### config.mk
export PLATFORM = sky130hd
export DESIGN_NAME = ext_bus_seq
export DESIGN_NICKNAME = d
export VERILOG_FILES = /design/src/rtl/ebs_pkg.sv /design/src/rtl/ebs_page_track.sv /design/src/rtl/ebs_idle_strobe.sv /design/src/rtl/ebs_frame_seq.sv /design/src/rtl/ext_bus_seq.sv
export SDC_FILE = /design/constraint.sdc
export NUM_CORES = 1
export LEC_CHECK = 0
export ABC_CLOCK_PERIOD_IN_PS = 2200
export CORE_ASPECT_RATIO = 1.2
export CORE_UTILIZATION = 49
export CTS_BUF_LIST = sky130_fd_sc_hd__clkbuf_4
export CTS_CLUSTER_DIAMETER = 100
export DETAILED_ROUTE_END_ITERATION = 12
export GPL_TIMING_DRIVEN = 0
export PLACE_DENSITY_LB_ADDON = 0.1
export SYNTH_ARGS = -nofsm -noshare
export SYNTH_HDL_FRONTEND = slang
export SYNTH_SLANG_ARGS = --single-unit
### constraint.sdc
create_clock -name clk2x -period 2.2 [get_ports clk2x]
set_input_delay 0.44 -clock clk2x [delete_from_list [all_inputs] [get_ports clk2x]]
set_output_delay 0.44 -clock clk2x [all_outputs]
set_load 0.005 [all_outputs]
### src/rtl/ebs_pkg.sv
package ebs_pkg;
  localparam int BUS_W  = 8;
  localparam int ADDR_W = 2 * BUS_W;

  typedef enum logic [1:0] {K_FETCH = 2'd0, K_DRD = 2'd1, K_DWR = 2'd2} kind_e;
  typedef enum logic [1:0] {S_IDLE, S_ADDR, S_HOLD, S_STRB} st_e;

  typedef struct packed {
    kind_e             kind;
    logic              pg;     // page-layout fetch
    logic              skip;   // page hit: no address phase
    logic [ADDR_W-1:0] addr;
    logic [BUS_W-1:0]  wdata;
  } frame_t;
endpackage

### src/rtl/ebs_page_track.sv
module ebs_page_track #(
  parameter int HI_W = 8
) (
  input  logic            clk,
  input  logic            rst,
  input  logic            take,
  input  logic            is_fetch,
  input  logic            page_mode,
  input  logic [HI_W-1:0] hi,
  output logic            hit
);
  logic            open_q;
  logic [HI_W-1:0] page_q;

  assign hit = page_mode && is_fetch && open_q && (hi == page_q);

  always_ff @(posedge clk) begin
    if (rst) begin
      open_q <= 1'b0;
      page_q <= '0;
    end else if (take) begin
      if (page_mode && is_fetch) begin
        open_q <= 1'b1;
        page_q <= hi;
      end else begin
        open_q <= 1'b0;
      end
    end
  end
endmodule

### src/rtl/ebs_idle_strobe.sv
module ebs_idle_strobe #(
  parameter int PERIOD = 8,
  parameter int HIGH   = 3
) (
  input  logic clk,
  input  logic rst,
  output logic pulse
);
  localparam int CW = (PERIOD > 1) ? $clog2(PERIOD) : 1;
  logic [CW-1:0] cnt;

  always_ff @(posedge clk) begin
    if (rst)                        cnt <= '0;
    else if (cnt == CW'(PERIOD-1))  cnt <= '0;
    else                            cnt <= cnt + 1'b1;
  end

  assign pulse = (cnt < CW'(HIGH));
endmodule

### src/rtl/ebs_frame_seq.sv
module ebs_frame_seq
  import ebs_pkg::*;
#(
  parameter int ADDR_FULL = 3,
  parameter int ADDR_PAGE = 2,
  parameter int HOLD_T    = 1,
  parameter int STRB_T    = 4
) (
  input  logic   clk,
  input  logic   rst,
  input  logic   start,
  input  frame_t nxt,
  output st_e    st,
  output frame_t cur,
  output logic   last
);
  localparam int  M1   = (ADDR_FULL > ADDR_PAGE) ? ADDR_FULL : ADDR_PAGE;
  localparam int  M2   = (HOLD_T > STRB_T) ? HOLD_T : STRB_T;
  localparam int  MAXT = (M1 > M2) ? M1 : M2;
  localparam int  CW   = (MAXT > 1) ? $clog2(MAXT) : 1;
  localparam st_e FULL_NEXT = (HOLD_T == 0) ? S_STRB : S_HOLD;

  logic [CW-1:0] cnt;
  logic [CW-1:0] alen_m1;

  assign alen_m1 = cur.pg ? CW'(ADDR_PAGE-1) : CW'(ADDR_FULL-1);
  assign last    = (st == S_STRB) && (cnt == CW'(STRB_T-1));

  always_ff @(posedge clk) begin
    if (rst) begin
      st  <= S_IDLE;
      cnt <= '0;
      cur <= '0;
    end else begin
      case (st)
        S_IDLE: if (start) begin
          cur <= nxt;
          cnt <= '0;
          st  <= nxt.skip ? S_STRB : S_ADDR;
        end
        S_ADDR: if (cnt == alen_m1) begin
          cnt <= '0;
          st  <= cur.pg ? S_STRB : FULL_NEXT;
        end else begin
          cnt <= cnt + 1'b1;
        end
        S_HOLD: if (cnt == CW'(HOLD_T-1)) begin
          cnt <= '0;
          st  <= S_STRB;
        end else begin
          cnt <= cnt + 1'b1;
        end
        default: if (last) begin
          cnt <= '0;
          if (start) begin
            cur <= nxt;
            st  <= nxt.skip ? S_STRB : S_ADDR;
          end else begin
            st  <= S_IDLE;
          end
        end else begin
          cnt <= cnt + 1'b1;
        end
      endcase
    end
  end
endmodule

### src/rtl/ext_bus_seq.sv
module ext_bus_seq
  import ebs_pkg::*;
#(
  parameter int ADDR_FULL_T = 3,
  parameter int ADDR_PAGE_T = 2,
  parameter int HOLD_T      = 1,
  parameter int STRB_T      = 4
) (
  input  logic              clk2x,
  input  logic              rst,
  input  logic              req_valid,
  output logic              req_ready,
  input  logic [1:0]        req_kind,
  input  logic [ADDR_W-1:0] req_addr,
  input  logic [BUS_W-1:0]  req_wdata,
  input  logic              page_mode,
  input  logic              idle_ale_en,
  input  logic              emi_quiet,
  output logic              rsp_done,
  output logic [BUS_W-1:0]  rsp_rdata,
  output logic              ale,
  output logic              psen_n,
  output logic              rd_n,
  output logic              wr_n,
  output logic              port_oe,
  output logic [BUS_W-1:0]  port_out,
  input  logic [BUS_W-1:0]  port_in,
  output logic [BUS_W-1:0]  addr_hi
);
  localparam int IDLE_PERIOD = ADDR_FULL_T + HOLD_T + STRB_T;

  st_e    st;
  frame_t cur, nxt;
  logic   last, take, hit, idle_pulse;
  kind_e  kind_in;

  assign kind_in   = (req_kind == 2'd3) ? K_DRD : kind_e'(req_kind);
  assign req_ready = !rst && ((st == S_IDLE) || last);
  assign take      = req_valid && req_ready;

  assign nxt.kind  = kind_in;
  assign nxt.pg    = page_mode && (kind_in == K_FETCH);
  assign nxt.skip  = hit;
  assign nxt.addr  = req_addr;
  assign nxt.wdata = req_wdata;

  ebs_page_track #(.HI_W(BUS_W)) u_page (
    .clk(clk2x), .rst(rst), .take(take), .is_fetch(kind_in == K_FETCH),
    .page_mode(page_mode), .hi(req_addr[ADDR_W-1 -: BUS_W]), .hit(hit)
  );

  ebs_idle_strobe #(.PERIOD(IDLE_PERIOD), .HIGH(ADDR_FULL_T)) u_idle (
    .clk(clk2x), .rst(rst), .pulse(idle_pulse)
  );

  ebs_frame_seq #(
    .ADDR_FULL(ADDR_FULL_T), .ADDR_PAGE(ADDR_PAGE_T),
    .HOLD_T(HOLD_T), .STRB_T(STRB_T)
  ) u_seq (
    .clk(clk2x), .rst(rst), .start(take), .nxt(nxt),
    .st(st), .cur(cur), .last(last)
  );

  // Response capture on the edge that ends the last strobe tick
  always_ff @(posedge clk2x) begin
    if (rst) begin
      rsp_done  <= 1'b0;
      rsp_rdata <= '0;
    end else begin
      rsp_done <= last;
      if (last && (cur.kind != K_DWR)) rsp_rdata <= port_in;
    end
  end

  // Bus pin drive
  always_comb begin
    if (rst)                ale = 1'b1;
    else if (st == S_ADDR)  ale = 1'b1;
    else if (st != S_IDLE)  ale = 1'b0;
    else if (emi_quiet)     ale = 1'b1;
    else                    ale = idle_ale_en && idle_pulse;
  end

  assign psen_n  = rst || !((st == S_STRB) && (cur.kind == K_FETCH));
  assign rd_n    = rst || !((st == S_STRB) && (cur.kind == K_DRD));
  assign wr_n    = rst || !((st == S_STRB) && (cur.kind == K_DWR));
  assign port_oe = !rst && ((st == S_ADDR) || (st == S_HOLD) ||
                            ((st == S_STRB) && (cur.kind == K_DWR)));
  assign port_out = (st == S_STRB) ? cur.wdata :
                    cur.pg ? cur.addr[ADDR_W-1 -: BUS_W] : cur.addr[BUS_W-1:0];
  assign addr_hi  = cur.pg ? cur.addr[BUS_W-1:0] : cur.addr[ADDR_W-1 -: BUS_W];
endmodule

==> results of run 1 <==
## per-layer routing
layer	routed length, um	vias up	GRT usage, %
met2	2960	71	41.4
met3	270	7	4.26
li1	-	1183	-
met1	2790	1044	30.1
met4	76	0	7.02
met5	0	-	0
## per-stage QoR
| step | setup TNS, ps | std cells | hold slack (ps) | total power, mW |
|---|---|---|---|---|
| floorplan | 0 | 296 | 431 | 1.56 |
| global placement | -5260 | 426 | 443 | 1.85 |
| detailed placement | -5630 | 426 | 451 | 1.88 |
| CTS | 0 | 445 | 466 | 2.36 |
| global route | 0 | 448 | 484 | 2.50 |
| finish | 0 | 448 | 467 | 2.35 |
## synth_stat cells
cell       instances
a2111o_1           1
a2111oi_0          1
a211oi_1           2
a21o_1             1
a21oi_1           29
a21oi_2            1
a21oi_4            1
a221o_1            1
a222oi_1           1
a31oi_1            1
and2b_1            1
and3_1             1
buf_2              6
buf_4              2
buf_6              1
clkbuf_1           8
dfxtp_1           52
ha_1               9
inv_1              9
mux2_2             8
mux2i_1           24
nand2_1           66
nand2b_1           6
nand3_1            1
nand3b_1           1
nand4_1            1
nor2_1            24
nor2b_1            1
nor3_1             3
nor3_2             1
nor3_4             1
nor3b_1            2
nor4_1             1
nor4b_1            1
o21a_1             1
o21ai_0           11
o221a_2            1
o221ai_1           1
or2_1              1
or2_2              1
or3_1              2
or3b_1             1
xor2_1             8
## cell families (layout without fill, tap and decap cells)
group / count (synthesis) / in the layout
compound gates: 53 / 53
xor+xnor: 8 / 8
fa+ha+maj: 9 / 9
buf+inv: 26 / 118
flops: 52 / 52
mux: 32 / 32
simple gates: 116 / 116
## timing repair
action | in CTS | in global routing
hold buffers | 0 | 0
gates cloned | 1 | 0
endpoints found under the setup margin | 22 | 12
gates resized for setup | 63 | 14
buffers inserted | 11 | 3
## layout make-up
| type | count | share of cell area [%] |
|---|---|---|
| plain buffers | 17 | 5.56 |
| clock buffers | 5 | 1.05 |
| clock inverters | 2 | 0.349 |
| inverters | 9 | 0.943 |
| multi-input cells | 218 | 38.6 |
| flip-flops and latches | 52 | 29.2 |
| well taps | 60 | 2.10 |
| repair buffers | 85 | 22.2 |
## final timing paths
kind / start / to / slack (ps) / cells past startpoint
max: u_seq.cur[25] / addr_hi[2] / 60 / 4
min: u_idle.cnt[0] / u_idle.cnt[0] / 470 / 1
max reg2reg: u_seq.st[0] / u_seq.cur[4] / 110 / 9
min reg2reg: u_idle.cnt[0] / u_idle.cnt[0] / 470 / 1
## cell usage in the layout, fill, tap and decap left out, types with 2 or more instances in the layout
cell type	synthesis	routed
nor3b_1	2	2
dfxtp_2	0	2
buf_4	2	15
clkdlybuf4s15_1	0	2
buf_6	1	2
dlygate4sd2_1	0	7
xor2_1	8	8
buf_2	6	7
inv_1	9	9
clkdlybuf4s50_1	0	51
o21ai_0	11	8
dlymetal6s2s_1	0	2
o21ai_1	0	3
a21oi_1	29	29
mux2_2	8	8
a211oi_1	2	2
clkbuf_4	0	5
nand2_1	66	66
or3_1	2	2
ha_1	9	6
clkbuf_8	0	2
clkbuf_2	0	5
nor2_1	24	23
nor3_1	3	3
clkbuf_1	8	3
nand2b_1	6	5
dfxtp_1	52	49
mux2i_1	24	24
clkbuf_16	0	3
ha_2	0	2
## power breakdown
| group | leakage [nW] | internal (mW) | switching, mW |
|---|---|---|---|
| Sequential | 0.424 | 1.04 | 0.0670 |
| Clock | 0.0271 | 0.117 | 0.295 |
| Combinational | 0.928 | 0.426 | 0.406 |
| Total | 1.38 | 1.58 | 0.769 |
## registers in the layout, indices dropped and copies added (netlist names)
register / flops
u_seq.cur: 27
rsp_done: 1
u_seq.cnt: 2
rsp_rdata: 8
u_seq.st: 2
u_page.open_q: 1
u_idle.cnt: 3
u_page.page_q: 8
## critical path: stages, from the launching register on
cell and delay [ps]:
dfxtp_4 380, buf_8 110, buf_12 90, mux2_2 310, clkdlybuf4s50_1 440
==> results_dict.tcl, run 1 <==
set metrics [dict create \
    outcome "complete, no violations" \
    rsz_0062_raised_after_global_routing "false" \
    port_buf_inserts 70 \
    ant_nets 0 \
    synth_area_per_cell_um2 8.50 \
    synth_top_area_share_pct 41.4 \
    period_share_pct 97.5 \
    type_of_the_most_critical_hold_path "reg -> reg" \
    net_count_of_the_mapped_netlist 345 \
    antenna-diode-count 0 \
    combined_area_of_the_multi_input_logic_cells_mm2 0.00138 \
    grt_first_pass_wirelength_mm 9.76 \
    wl_per_cell_um 13.6 \
    die_height_um 80.5 \
    clock_tree.buffer_depth 2 \
    synth.top_cells.by_area "dfxtp_1 (41%), nand2_1 (9.9%), mux2i_1 (9.6%)" \
    synth-compound-area-share_pct 12.8 \
    final-hold-violation-count 0 \
    layout.core_utilization_pct 72.5 \
    fmaxAchievable_mhz 466 \
    cts_buf_count 5 \
    synthDominantAreaCellType "dfxtp_1" \
    finalSetupViolations 0 \
    synth.ff_latch_count 52 \
    finClkSkew_ps 11.8 \
    slew_violations 0 \
    vdd_ir_drop_max_uv 414 \
    floorplan.initialDensity_pct 50.9 \
    postRouteWirelength_mm 6.09 \
    worst_slew_margin_rel_pct 61.6 \
    chipWidth_um 67.4 \
    final_design_area_no_fill_mm2 0.00358 \
    drt_first_pass_iters 4 \
    grt_overflow 0 \
    worst-setup-path-type "reg -> out" \
    core-area_mm2 0.00494 \
    tritoncts "built" \
    power_density_mw_per_mm2 656 \
    clock_sinks 52 \
    pin_count 71 \
    clk_tree_root_cell "clkbuf_4" \
    worst-endpoint-required_ps 1760 \
    syn2layout_area_growth_pct 42.4 \
    layout-drive-gt1-share_pct 17.0 \
    place_worst_setup_slack_ps -667 \
    rows 28 \
    grt_antenna_before_repair 0 \
    cts_htree_levels 2 \
    post-route-drc-count 0 \
    synth_fa_ha_area_share_pct 4.48 \
    cp_max_fo 5 \
    timing_worst_slew_pin_value_ps 575 \
    grt_usage_pct 24.1 \
    synth_simple_gate_area_share_pct 20.6 \
    clkSlewWorstSetupHoldPaths_ps 150 \
    nFillCells 399 \
    cell_count_after_synthesis 296 \
    netlist-cell-type-count 43 \
    sequential_area_share_after_synthesis_pct 41.4 \
    dpl_cell_area_mm2 0.00329 \
    final_nets 437 \
    startpoint_type "register" \
    post_layout_worst_setup_margin_ps 55.9 \
    critPathCaptureType "output pin" \
    drtIter0Drc 85 \
    grt_start_max_net_pins 16 \
    mux_share_of_post_synthesis_cell_area_pct 13.1 \
    register_area_mm2 0.00105 \
    drt-vias-per-instance 5.15 \
    netlist_area_mm2 0.00251 \
    synth.yosys.warnings 0 \
    cp.arrival_ps 1700 \
    synth_xor_area_share_pct 2.79 \
    max_cap_viol_count 0 \
    fp.dieArea_mm2 0.00542 \
    finalWorstPathRequiredPeriod_ps 2140 \
    gpl.final_weighted_congestion 0.813 \
    clkLatencyLatePin_ps 380 \
    p_leak_nw 1.38 \
    synth_top_family_by_area "simple AND/OR/NAND/NOR gates" \
    route.vias.total 2305 \
    first_global_vias 2123 \
    dp.final_hpwl_mm 4.39 \
]
Note: power is estimated with default switching activity, not from simulation.
==> inputs of run 2 (changes only) <==
ABC_CLOCK_PERIOD_IN_PS = 2500   (was 2200)
CELL_PAD_IN_SITES_DETAIL_PLACEMENT = 1   (was default)
CELL_PAD_IN_SITES_GLOBAL_PLACEMENT = 2   (was default)
CORE_UTILIZATION = 31   (was 49)
clock period = 2.5 ns   (was 2.2 ns; I/O delays follow)
==> run 2 against run 1 <==
Effect of this change: the run now ends with DRC left; worst setup slack better by 19 ps; clock skew down 5.5 ps; cell area decreased by 2.8%; sequential share of layout area up 0.77 points; non-clock buffer count decreased by 13; utilization shrank 28 points; die area rose by 56%; sequential power down 11%; critical path depth is 1 higher; global-route usage down 7.3 points; largest power group unchanged.
==> results_dict.tcl, run 2 (same netlist as run 1, synthesis figures left out) <==
set metrics [dict create \
    outcome "finished with violations" \
    violations_in_the_final_reports "DRC" \
    slew_violations 0 \
    port_buf_inserts 70 \
    combined_area_of_the_multi_input_logic_cells_mm2 0.00138 \
    fmaxAchievable_mhz 412 \
    finClkSkew_ps 6.24 \
    drtIter0Drc 66 \
    mostFrequentLayoutCells "nand2_1 (66), clkdlybuf4s50_1 (60), dfxtp_1 (49)" \
    nFillCells 935 \
    p_leak_nw 1.29 \
    clkLatencyLatePin_ps 380 \
    core-area_mm2 0.00775 \
    chipWidth_um 84.2 \
    ant_nets 0 \
    final-hold-violation-count 0 \
    layout.cells.most_common "nand2_1" \
    reg_top3 "u_seq.cur (27), rsp_rdata (8), u_page.page_q (8)" \
    clk_tree_root_cell "clkbuf_4" \
    final_nets 424 \
    largest_register_ffs 27 \
    wl_per_cell_um 14.6 \
    register_area_mm2 0.00104 \
    post-route-drc-count 10 \
    period_share_pct 97.0 \
    power_mw 2.09 \
    rows 35 \
    max_flop_register "u_seq.cur" \
    timing_worst_slew_pin_value_ps 588 \
    drt_first_pass_iters 8 \
    drt-vias-per-instance 4.91 \
    grt_first_pass_wirelength_mm 11.3 \
    grt_antenna_before_repair 0 \
    finalSetupViolations 0 \
    cts_htree_levels 2 \
    type_of_the_most_critical_hold_path "reg -> reg" \
    grt_overflow 0 \
    cts_buf_count 5 \
    critPathCaptureType "output pin" \
    power_density_mw_per_mm2 600 \
    fp.dieArea_mm2 0.00848 \
    clock_tree.buffer_depth 2 \
    hold_buffers 0 \
    rsz_0062_raised_after_global_routing "false" \
    worst_slew_margin_rel_pct 60.7 \
    vdd_ir_drop_max_uv 214 \
    startpoint_type "primary input" \
    route.vias.total 2296 \
    syn2layout_area_growth_pct 38.4 \
    antenna-diode-count 0 \
    setup.reg_to_reg.worst_slack_ps 530 \
    floorplan.initialDensity_pct 32.4 \
    setup_tns_ps 0 \
    finalWorstPathRequiredPeriod_ps 2430 \
    clock_sinks 52 \
    max_cap_viol_count 0 \
    die_height_um 101 \
    pin_count 71 \
    clkSlewWorstSetupHoldPaths_ps 150 \
    layout-drive-gt1-share_pct 11.7 \
    cp_max_fo 10 \
    worst-setup-path-type "in -> out" \
    grt_start_max_net_pins 18 \
    first_global_vias 2309 \
    dp.final_hpwl_mm 5.23 \
    worst-endpoint-required_ps 2000 \
    cp.arrival_ps 1930 \
    gpl.final_weighted_congestion 0.765 \
    grt_usage_pct 16.9 \
    postRouteWirelength_mm 6.83 \
    tritoncts "built" \
]
## run 2: cell types whose count changed in the layout (fill, tap and decap cells not counted), sizes merged
cell           change
bufbuf             -1
dlymetal6s2s       -2
inv                +1
clkdlybuf4s15      -2
buf               -13
clkdlybuf4s50      +9
clkinv             +1
clkbuf             -7
dlygate4sd2        +3
clkinvlp           -1
## run 2: cell type report
class | count | share of cell area (%)
sequential | 52 | 30.0
clock inverter | 3 | 0.647
inverter | 9 | 0.971
timing repair buffer | 72 | 20.2
multi-input combinational | 218 | 39.5
buffer | 17 | 4.24
tap | 92 | 3.31
clock buffer | 5 | 1.08
## run 2: what timing repair did
item | CTS | global route
pin swaps | 0 | 0
hold endpoints to repair | 0 | 0
setup buffers | 2 | 0
endpoints found under the setup margin | 15 | 3
gates resized for setup | 33 | 4
## run 2: path summary, 6_finish.rpt
check | startpoint | endpoint | cells after the start
max | rst | req_ready | 5
min | u_seq.cur[7] | u_seq.cur[7] | 2
max reg2reg | u_seq.cnt[1] | u_seq.cur[0] | 6
min reg2reg | u_seq.cur[7] | u_seq.cur[7] | 2
## run 2: through the flow
stage	utilization [%]	hold WS, ps	setup slack, ps	cell area (um^2)	instances
finish	44.9	470	74.8	3480	468
global route	44.9	496	7.22	3480	468
detailed placement	43.0	452	-547	3330	458
global placement	43.0	444	-566	3330	458
CTS	44.8	474	23.7	3480	468
floorplan	-	431	703	2510	296
## run 2: layer usage
layer  GRT usage [%]  vias up  part of all wire (%)
li1                -     1159                     -
met1            21.3     1081                    47
met2            29.8       52                    48
met3            3.11        4                   4.0
met4            3.98        0                  0.70
met5               0        -                     0
## run 2: critical path, cell delays in order
cell and delay, ps:
clkdlybuf4s50_1 420, clkbuf_8 180, buf_4 180, nor2_1 130, clkdlybuf4s50_1 510
## run 2: power breakdown
group | internal, mW | leakage [nW] | switching (mW)
Combinational | 0.355 | 0.832 | 0.353
Sequential | 0.913 | 0.423 | 0.0606
Clock | 0.114 | 0.0356 | 0.291
Total | 1.38 | 1.29 | 0.704
